==> config.mk <==
export PLATFORM = sky130hd
export DESIGN_NAME = ipc_mailbox_ctrl
export DESIGN_NICKNAME = d
export VERILOG_FILES = /design/src/rtl/ipc_mbx_pkg.sv /design/src/rtl/ipc_mbx_slot.sv /design/src/rtl/ipc_mbx_status.sv /design/src/rtl/ipc_mailbox_ctrl.sv
export SDC_FILE = /design/constraint.sdc
export NUM_CORES = 1
export LEC_CHECK = 0
export ABC_CLOCK_PERIOD_IN_PS = 2700
export CAP_MARGIN = 20
export CORE_ASPECT_RATIO = 0.8
export CORE_MARGIN = 4
export CORE_UTILIZATION = 41
export CTS_CLUSTER_DIAMETER = 60
export CTS_CLUSTER_SIZE = 14
export DETAILED_ROUTE_END_ITERATION = 16
export MAX_ROUTING_LAYER = met4
export PLACE_DENSITY = 0.65
export SLEW_MARGIN = 0
export SYNTH_ARGS = -nofsm -noshare
export SYNTH_HDL_FRONTEND = slang
export SYNTH_SLANG_ARGS = --single-unit
==> constraint.sdc <==
create_clock -name clk -period 2.7 [get_ports clk]
set_clock_uncertainty 0.1 [all_clocks]
set_input_delay 0.405 -clock clk [delete_from_list [all_inputs] [get_ports clk]]
set_output_delay 0.405 -clock clk [all_outputs]
set_load 0.005 [all_outputs]
==> src/rtl/ipc_mbx_pkg.sv <==
package ipc_mbx_pkg;

    // Word offsets inside one mailbox window (window is 8 words)
    localparam int unsigned MBX_STRIDE_LOG2 = 3;

    typedef enum logic [2:0] {
        REG_OWNER  = 3'd0,
        REG_TARGET = 3'd1,
        REG_ENABLE = 3'd2,
        REG_SEND   = 3'd3,
        REG_DATA   = 3'd4
    } mbx_reg_e;

endpackage

==> src/rtl/ipc_mbx_slot.sv <==
module ipc_mbx_slot
    import ipc_mbx_pkg::*;
#(
    parameter int unsigned NUM_CH = 4,
    parameter int unsigned DATA_W = 32
) (
    input  logic              clk,
    input  logic              rst_n,
    input  logic              wr_en_i,
    input  logic [2:0]        reg_sel_i,
    input  logic [DATA_W-1:0] wdata_i,
    output logic [NUM_CH-1:0] owner_o,
    output logic [NUM_CH-1:0] target_o,
    output logic [NUM_CH-1:0] enable_o,
    output logic [1:0]        send_o,
    output logic [DATA_W-1:0] data_o,
    output logic [NUM_CH-1:0] raw_o
);

    typedef struct packed {
        logic [NUM_CH-1:0] owner;
        logic [NUM_CH-1:0] target;
        logic [NUM_CH-1:0] enable;
        logic [1:0]        send;
        logic [DATA_W-1:0] data;
    } slot_t;

    slot_t st_d, st_q;
    logic  owned;
    logic [NUM_CH-1:0] wr_ch;

    assign owned = |st_q.owner;
    assign wr_ch = wdata_i[NUM_CH-1:0];

    always_comb begin
        st_d = st_q;
        if (wr_en_i) begin
            case (reg_sel_i)
                REG_OWNER: begin
                    if (wr_ch == '0) begin
                        st_d = '0;                 // release wipes everything
                    end else if (!owned) begin
                        st_d.owner = wr_ch;        // claim only when free
                    end
                end
                REG_TARGET: if (owned) st_d.target = wr_ch;
                REG_ENABLE: if (owned) st_d.enable = wr_ch;
                REG_SEND:   if (owned) st_d.send   = wdata_i[1:0];
                REG_DATA:   if (owned) st_d.data   = wdata_i;
                default: ;
            endcase
        end
    end

    always_ff @(posedge clk or negedge rst_n) begin
        if (!rst_n) st_q <= '0;
        else        st_q <= st_d;
    end

    assign owner_o  = st_q.owner;
    assign target_o = st_q.target;
    assign enable_o = st_q.enable;
    assign send_o   = st_q.send;
    assign data_o   = st_q.data;
    assign raw_o    = ({NUM_CH{st_q.send[0]}} & st_q.target)
                    | ({NUM_CH{st_q.send[1]}} & st_q.owner);

endmodule

==> src/rtl/ipc_mbx_status.sv <==
module ipc_mbx_status #(
    parameter int unsigned NUM_CH = 4,
    parameter int unsigned NUM_MB = 4
) (
    input  logic [NUM_MB-1:0][NUM_CH-1:0] raw_i,
    input  logic [NUM_MB-1:0][NUM_CH-1:0] enable_i,
    output logic [NUM_CH-1:0][NUM_MB-1:0] raw_ch_o,
    output logic [NUM_CH-1:0][NUM_MB-1:0] masked_ch_o,
    output logic [NUM_CH-1:0]             irq_o
);

    for (genvar c = 0; c < NUM_CH; c++) begin : g_ch
        for (genvar m = 0; m < NUM_MB; m++) begin : g_mb
            assign raw_ch_o[c][m]    = raw_i[m][c];
            assign masked_ch_o[c][m] = raw_i[m][c] & enable_i[m][c];
        end
        assign irq_o[c] = |masked_ch_o[c];
    end

endmodule

==> src/rtl/ipc_mailbox_ctrl.sv <==
module ipc_mailbox_ctrl
    import ipc_mbx_pkg::*;
#(
    parameter int unsigned NUM_CH = 4,
    parameter int unsigned NUM_MB = 4,
    parameter int unsigned DATA_W = 32,
    parameter int unsigned ADDR_W = 8
) (
    input  logic              clk,
    input  logic              rst_n,
    input  logic              bus_wr_i,
    input  logic [ADDR_W-1:0] bus_addr_i,
    input  logic [DATA_W-1:0] bus_wdata_i,
    output logic [DATA_W-1:0] bus_rdata_o,
    output logic [NUM_CH-1:0] irq_o
);

    localparam int unsigned MB_SPAN   = NUM_MB << MBX_STRIDE_LOG2;
    localparam int unsigned STAT_BASE = MB_SPAN;
    localparam int unsigned STAT_END  = STAT_BASE + 2 * NUM_CH;
    localparam int unsigned IDX_W     = ADDR_W - MBX_STRIDE_LOG2;

    logic [NUM_MB-1:0][NUM_CH-1:0] owner_w, target_w, enable_w, raw_w;
    logic [NUM_MB-1:0][1:0]        send_w;
    logic [NUM_MB-1:0][DATA_W-1:0] data_w;
    logic [NUM_CH-1:0][NUM_MB-1:0] raw_ch_w, masked_ch_w;

    logic             in_mb;
    logic [IDX_W-1:0] mb_idx;
    logic [2:0]       reg_off;

    assign in_mb   = 32'(bus_addr_i) < MB_SPAN;
    assign mb_idx  = bus_addr_i[ADDR_W-1:MBX_STRIDE_LOG2];
    assign reg_off = bus_addr_i[MBX_STRIDE_LOG2-1:0];

    for (genvar m = 0; m < NUM_MB; m++) begin : g_slot
        logic slot_wr;
        assign slot_wr = bus_wr_i && in_mb && (mb_idx == IDX_W'(m));

        ipc_mbx_slot #(
            .NUM_CH (NUM_CH),
            .DATA_W (DATA_W)
        ) u_slot (
            .clk       (clk),
            .rst_n     (rst_n),
            .wr_en_i   (slot_wr),
            .reg_sel_i (reg_off),
            .wdata_i   (bus_wdata_i),
            .owner_o   (owner_w[m]),
            .target_o  (target_w[m]),
            .enable_o  (enable_w[m]),
            .send_o    (send_w[m]),
            .data_o    (data_w[m]),
            .raw_o     (raw_w[m])
        );
    end

    ipc_mbx_status #(
        .NUM_CH (NUM_CH),
        .NUM_MB (NUM_MB)
    ) u_status (
        .raw_i       (raw_w),
        .enable_i    (enable_w),
        .raw_ch_o    (raw_ch_w),
        .masked_ch_o (masked_ch_w),
        .irq_o       (irq_o)
    );

    always_comb begin
        logic [ADDR_W-1:0] stat_off;
        bus_rdata_o = '0;
        stat_off    = bus_addr_i - ADDR_W'(STAT_BASE);
        if (in_mb) begin
            for (int m = 0; m < NUM_MB; m++) begin
                if (mb_idx == IDX_W'(m)) begin
                    case (reg_off)
                        REG_OWNER:  bus_rdata_o = DATA_W'(owner_w[m]);
                        REG_TARGET: bus_rdata_o = DATA_W'(target_w[m]);
                        REG_ENABLE: bus_rdata_o = DATA_W'(enable_w[m]);
                        REG_SEND:   bus_rdata_o = DATA_W'(send_w[m]);
                        REG_DATA:   bus_rdata_o = data_w[m];
                        default:    bus_rdata_o = '0;
                    endcase
                end
            end
        end else if (32'(bus_addr_i) < STAT_END) begin
            for (int c = 0; c < NUM_CH; c++) begin
                if (stat_off[ADDR_W-1:1] == (ADDR_W-1)'(c)) begin
                    bus_rdata_o = stat_off[0] ? DATA_W'(masked_ch_w[c])
                                              : DATA_W'(raw_ch_w[c]);
                end
            end
        end
    end

endmodule

==> results of run 1 <==
## logic make-up (layout without fill, tap and decap cells)
family / count (synthesis) / count (layout) / share of synthesized area [%]
and+or+nand+nor: 308 / 308 / 15.3
buffers and inverters: 88 / 259 / 3.99
AOI/OAI and AO/OA: 336 / 336 / 24.2
DFF: 184 / 184 / 48.7
muxes: 72 / 72 / 7.89
## metal layers
layer	routed length [um]	vias to the layer above	global-route usage, %
li1	-	3990	-
met1	14100	4142	35.6
met2	13400	329	35.7
met3	2400	45	6.37
met4	488	0	6.51
met5	0	-	-
## layout make-up
class                   count  share of cell area (%)
multi-input cells         716                    38.0
flip-flops and latches    184                    37.1
repair buffers            218                    16.5
clock buffers              17                    3.42
well taps                 306                    3.08
clock inverters            15                    1.66
inverters                   9                   0.312
## state kept, by name, summed over array words and instances (netlist names)
name                    cells
g_slot.u_slot.enable_o     16
g_slot.u_slot.send_o        8
g_slot.u_slot.data_o      128
g_slot.u_slot.target_o     16
g_slot.u_slot.owner_o      16
## critical path: stages (launching register included)
cell,delay [ns]
dfrtp_2,0.43
buf_4,0.16
a22o_1,0.25
a22oi_1,0.31
nand2_1,0.12
clkdlybuf4s50_1,0.46
## metrics by stage
| stage | cells | area [um2] | hold slack (ns) | TNS [ns] | util, % |
|---|---|---|---|---|---|
| finish | 1465 | 12400 | 0.381 | 0 | 55.1 |
| global route | 1465 | 12400 | 0.392 | -0.0299 | 55.1 |
| detailed placement | 1409 | 11400 | 0.309 | -34.03 | 50.7 |
| floorplan | 988 | 9460 | 0.00941 | 0 | - |
| CTS | 1463 | 12400 | 0.386 | 0 | 54.8 |
| global placement | 1409 | 11400 | 0.308 | -32.43 | 50.7 |
## power by group
group | switching, mW | internal, mW | total [mW]
clock network | 1.34 | 1.29 | 2.62
logic | 0.585 | 0.515 | 1.10
registers | 0.120 | 2.83 | 2.95
## cells in the final DEF, fill, tap and decap left out, types with 4 or more instances in the layout
| master | instances |
|---|---|
| o21ai_1 | 42 |
| mux2i_1 | 51 |
| a221o_1 | 8 |
| clkdlybuf4s50_1 | 36 |
| a22oi_2 | 7 |
| inv_1 | 6 |
| mux2_2 | 20 |
| nor2_1 | 10 |
| buf_12 | 23 |
| o21ai_0 | 106 |
| o211ai_1 | 8 |
| dfrtp_2 | 4 |
| a21oi_1 | 17 |
| o311ai_2 | 4 |
| dfrtp_1 | 180 |
| clkbuf_16 | 17 |
| nand3b_1 | 4 |
| a211oi_2 | 14 |
| a221oi_1 | 27 |
| a211oi_4 | 4 |
| a22o_1 | 23 |
| buf_6 | 7 |
| a22oi_1 | 11 |
| o311ai_0 | 17 |
| nor4_2 | 4 |
| o2111ai_1 | 4 |
| buf_4 | 107 |
| clkdlybuf4s15_2 | 4 |
| a211oi_1 | 11 |
| nand3_1 | 31 |
| nand2_1 | 211 |
| and3_1 | 6 |
| nand3_2 | 7 |
| dlygate4sd2_1 | 8 |
| nor2b_1 | 8 |
| clkinv_8 | 6 |
| buf_2 | 24 |
## final timing paths
path	startpoint	endpoint	slack [ns]	depth (start not counted)
max reg2reg	g_slot[3].u_slot.owner_o[3]$_DFFE_PN0P_	g_slot[3].u_slot.owner_o[0]$_DFFE_PN0P_	0.72	4
min in group asynchronous	rst_n	g_slot[2].u_slot.owner_o[1]$_DFFE_PN0P_	0.40	2
max in group asynchronous	rst_n	g_slot[1].u_slot.owner_o[1]$_DFFE_PN0P_	1.25	3
min	g_slot[2].u_slot.data_o[6]$_DFFE_PN0P_	g_slot[2].u_slot.data_o[6]$_DFFE_PN0P_	0.38	2
min reg2reg	g_slot[2].u_slot.data_o[6]$_DFFE_PN0P_	g_slot[2].u_slot.data_o[6]$_DFFE_PN0P_	0.38	2
max	g_slot[2].u_slot.send_o[0]$_DFFE_PN0P_	irq_o[2]	0.02	5
## what timing repair did
action                                  CTS  global route
pin swaps                                35             9
setup buffers                            22             2
endpoints found under the setup margin   34            24
hold buffers                              1             0
gates cloned                              1             0
gates resized for setup                 166            19
endpoints found under the hold margin    56             0
==> results.yml, run 1 <==
status:
  status: "finished clean"
timing:
  finalCritPeriodShare_pct: 99.3
  fin_crit_ns: 2.68
  max-slew-margin-rel_pct: 57.8
  timing.final.ws_setup_ns: 0.0182
  finalSetupViolCount: 0
  max_freq_mhz: 373
  rsz0062_at_grt: "true"
  slew_violations: 0
  hold_violations: 0
  worst_pin_slew_ns: 0.632
detailed_routing:
  drtIter0Drc: 634
  drt_wl_total_um: 30400
  vias: 8506
  vias_per_cell: 5.81
  route.detailed.drc: 0
  dr.pass1.iters: 6
  wl_per_cell_um: 20.8
  ant_nets: 0
global_route:
  grt_usage_pct: 25.0
  antenna_found_initial: 0
  grt_pass1_vias: 8335
  grt-ovfl-total: 0
  grt_pass1_wl_um: 47900
  grt_max_degree: 65
synth:
  ys_seq_area_share_pct: 48.7
  synth_edf_count: 0
  synth_cell_types: 62
  avgSynthCellArea_um2: 9.58
  ys_top_cells_by_area: "dfrtp_1, nand2_1, o21ai_0"
  ys_seq_elements: 184
  yosysWarnings: 0
  yosysTopAreaCell: "dfrtp_1"
  netlist_top_cells_count: "nand2_1, dfrtp_1, o21ai_0"
  syn-instance-count: 988
  synth_top_area_share_pct: 48.7
  ys.flop_type: "dfrtp_1"
  synthesis.nets: 1031
  synthArstFlopShare_pct: 100
  syn_area_um2: 9460
  yosysMostFrequentCell: "nand2_1"
power_and_ir_drop:
  p_leak_nw: 5.39
  cellPowerDensity_nw_per_um2: 537
  p_total_mw: 6.67
  peakVddDrop_mv: 0.459
worst_setup_path:
  setup.worst_path.start_class: "flip-flop"
  worstPathArrival_ns: 2.18
  critPathKind: "flip-flop to output port"
  path_max_fanout: 4
  cp.required_ns: 2.19
  crit_path_end_kind: "output port"
final_layout:
  drive_gt1_share_pct: 25.3
  fill_cells: 2035
  final_nets: 1189
  regArea_um2: 4610
  multi_input_area_um2: 4720
  syn_to_final_growth_pct: 31.3
  antenna_cells: 0
clock_network:
  cts_sinks: 184
  clockRootBuffer: "clkbuf_16"
  clk_latency_ns: 0.45
  tritoncts: "done"
  ctsLongestPathBuffers: 2
  h-tree-depth: 4
  cts_buffers: 17
  path_clk_slew_ns: 0.08
floorplanning:
  core-area_um2: 22600
  dieArea_um2: 25600
  die_h_um: 144
  initial_core_util_pct: 41.9
  num_io_pins: 79
  die_w_um: 178
  num_rows: 49
placed_design:
  post-place-ws_ns: -0.667
  dpl.hpwl_um: 20900
  place.gp.congestion: 0.977
  port_buffers: 78
min_path:
  hold_path.class: "flip-flop to flip-flop"
job:
  maxCapViolCount: 0
(Power assumes the default switching activity.)
==> run 2, diff against run 1 <==
ABC_CLOCK_PERIOD_IN_PS = 3300   (was 2700)
clock period = 3.3 ns   (was 2.7 ns; I/O delays follow)
==> run 2 against run 1 <==
The run now ends with hold timing, setup timing left. Clock power decreased by 17%. Combinational power shrank 27%. First-iteration DRC count grew 20%.
==> results.yml, run 2 (same netlist as run 1, synthesis figures left out) <==
detailed_routing:
  route.met2.wl_um: 12700
  ant_nets: 0
  vias: 8235
  dr_wl_met3_um: 1750
  highest_layer: "met4"
  route.detailed.drc: 0
  wl_met1_um: 13900
  dr.pass1.iters: 5
  drt_wl_total_um: 28700
  drtIter0Drc: 763
  vias_per_cell: 5.80
  wl_per_cell_um: 20.2
final_layout:
  fill_cells: 2082
  instances_no_fill: 1420
  final_nets: 1143
  fin_area_um2: 12000
  post-route-util_pct: 53.2
  layout_common_cells: "nand2_1, dfrtp_1, o21ai_0, buf_4, mux2i_1"
  largest_reg_flops: 128
  drive_gt1_share_pct: 18.1
  syn_to_final_growth_pct: 26.8
  final_common_cell: "nand2_1"
floorplanning:
  num_rows: 49
  num_io_pins: 79
  core-area_um2: 22600
  die_h_um: 144
  initial_core_util_pct: 41.9
  die_w_um: 178
  dieArea_um2: 25600
status:
  status: "complete, but fails checks"
  violations: "hold timing, setup timing"
timing:
  max-slew-margin-rel_pct: 36.5
  slew_violations: 0
  fin_crit_ns: 3.33
  worst_pin_slew_ns: 0.945
  finalSetupViolCount: 1
  max_freq_mhz: 300
  timing.hold.ws_ns: -0.00569
  hold_violations: 4
  rsz0062_at_grt: "true"
  finalCritPeriodShare_pct: 101
  fin_setup_tns_ns: -0.0332
  timing.final.ws_setup_ns: -0.0332
clock_network:
  ctsLongestPathBuffers: 2
  hold_buffers: 0
  tritoncts: "done"
  path_clk_slew_ns: 0.08
  h-tree-depth: 4
  clk_latency_ns: 0.44
  cts_sinks: 184
  clockRootBuffer: "clkbuf_16"
  cts_buffers: 17
global_route:
  grt_pass1_wl_um: 45100
  grt_pass1_vias: 7702
  grt-ovfl-total: 0
  antenna_found_initial: 0
  grt_usage_pct: 23.5
  grt_max_degree: 88
worst_setup_path:
  ff2ff_path_depth: 3
  worstPathArrival_ns: 2.74
  critPathKind: "input port to output port"
  cp_slowest_stage_delay_ns: 0.51
  path_cells: "clkdlybuf4s50_1, or3_4, nor3_4, buf_6, o211a_1, a211o_1, a311o_1, clkdlybuf4s50_1"
  crit_path_end_kind: "output port"
  path_max_fanout: 11
  crit_top_cell: "clkdlybuf4s50_1"
  r2r_slack_ns: 1.01
  cp.required_ns: 2.70
  path_delay_family: "buffers and inverters"
  rr_startpoint: "g_slot[0].u_slot.owner_o[3]$_DFFE_PN0P_"
  setup.worst_path.start_class: "input port"
  cp.buffers_inverters: 3
  rr_endpoint: "g_slot[0].u_slot.owner_o[0]$_DFFE_PN0P_"
  worst_path_max_delay_cell: "clkdlybuf4s50_1"
placed_design:
  dpl_cell_area_um2: 11200
  post-place-ws_ns: -0.302
  place_inst: 1385
  dpl.hpwl_um: 19900
  place.gp.congestion: 0.955
  port_buffers: 78
power_and_ir_drop:
  p_comb_share_pct: 15.0
  p_int_mw: 3.74
  clkPwrFrac_pct: 40.3
  cellPowerDensity_nw_per_um2: 449
  p_total_mw: 5.39
  p_sw_share_pct: 30.5
  p_leak_nw: 5.45
  seqPwrFrac_pct: 44.7
  peakVddDrop_mv: 0.349
  p_sw_mw: 1.65
job:
  maxCapViolCount: 0
min_path:
  hold_path.class: "input port to asynchronous set/reset pin"
==> run 2: cell types whose count changed in the layout (fill, tap and decap cells not counted), moves of 5 or more <==
cell | before | now
dlymetal6s2s_1 | 1 | 19
a22oi_2 | 7 | 0
buf_4 | 107 | 76
o21ai_0 | 106 | 111
buf_12 | 23 | 15
clkdlybuf4s50_1 | 36 | 44
a22oi_1 | 11 | 18
buf_2 | 24 | 2
==> run 2: timing repair <==
action / 4_1_cts / 5_1_grt
pin swaps: 6 / 2
endpoints found under the setup margin: 32 / 23
setup buffers: 1 / 0
gates cloned: 1 / 0
gates resized for setup: 31 / 27
==> run 2: area by class of cell <==
type                       instances  area [um2]  share of cell area [%]
multi-input combinational        716        4620                    38.5
antenna                            1        2.50                  0.0208
sequential                       184        4600                    38.4
tap                              306         383                    3.19
clock inverter                    15         204                    1.70
clock buffer                      17         425                    3.54
inverter                           9        33.8                   0.281
timing repair buffer             172        1740                    14.5
==> run 2: worst max-delay path by stage <==
| stage | end | cells after the start | start | slack, ns |
|---|---|---|---|---|
| after floorplan | bus_rdata_o[11] | 7 | bus_addr_i[1] | 0.73 |
| after global placement | bus_rdata_o[26] | 6 | bus_addr_i[0] | -0.30 |
| after detailed placement | bus_rdata_o[26] | 6 | bus_addr_i[0] | -0.30 |
| after CTS | bus_rdata_o[31] | 8 | bus_addr_i[7] | -0.08 |
| after global routing | bus_rdata_o[0] | 8 | bus_addr_i[5] | -0.12 |
| final | bus_rdata_o[0] | 8 | bus_addr_i[5] | -0.03 |
==> run 2: power by group through the flow <==
| stage | Combinational [mW] | Sequential (mW) | Clock, mW |
|---|---|---|---|
| 6_report | 0.807 | 2.41 | 2.17 |
| 5_1_grt | 0.871 | 2.42 | 2.30 |
| 4_1_cts | 0.799 | 2.40 | 2.20 |
| 3_5_place_dp | 0.785 | 2.45 | 0 |
| 3_3_place_gp | 0.781 | 2.44 | 0 |
| 2_1_floorplan | 0.448 | 2.42 | 0 |
==> run 2: metal layers <==
| metal | global-route usage, % | vias up |
|---|---|---|
| met2 | 33.1 | 261 |
| li1 | - | 3885 |
| met4 | 4.76 | 0 |
| met3 | 4.26 | 22 |
| met1 | 35.4 | 4067 |
| met5 | - | - |
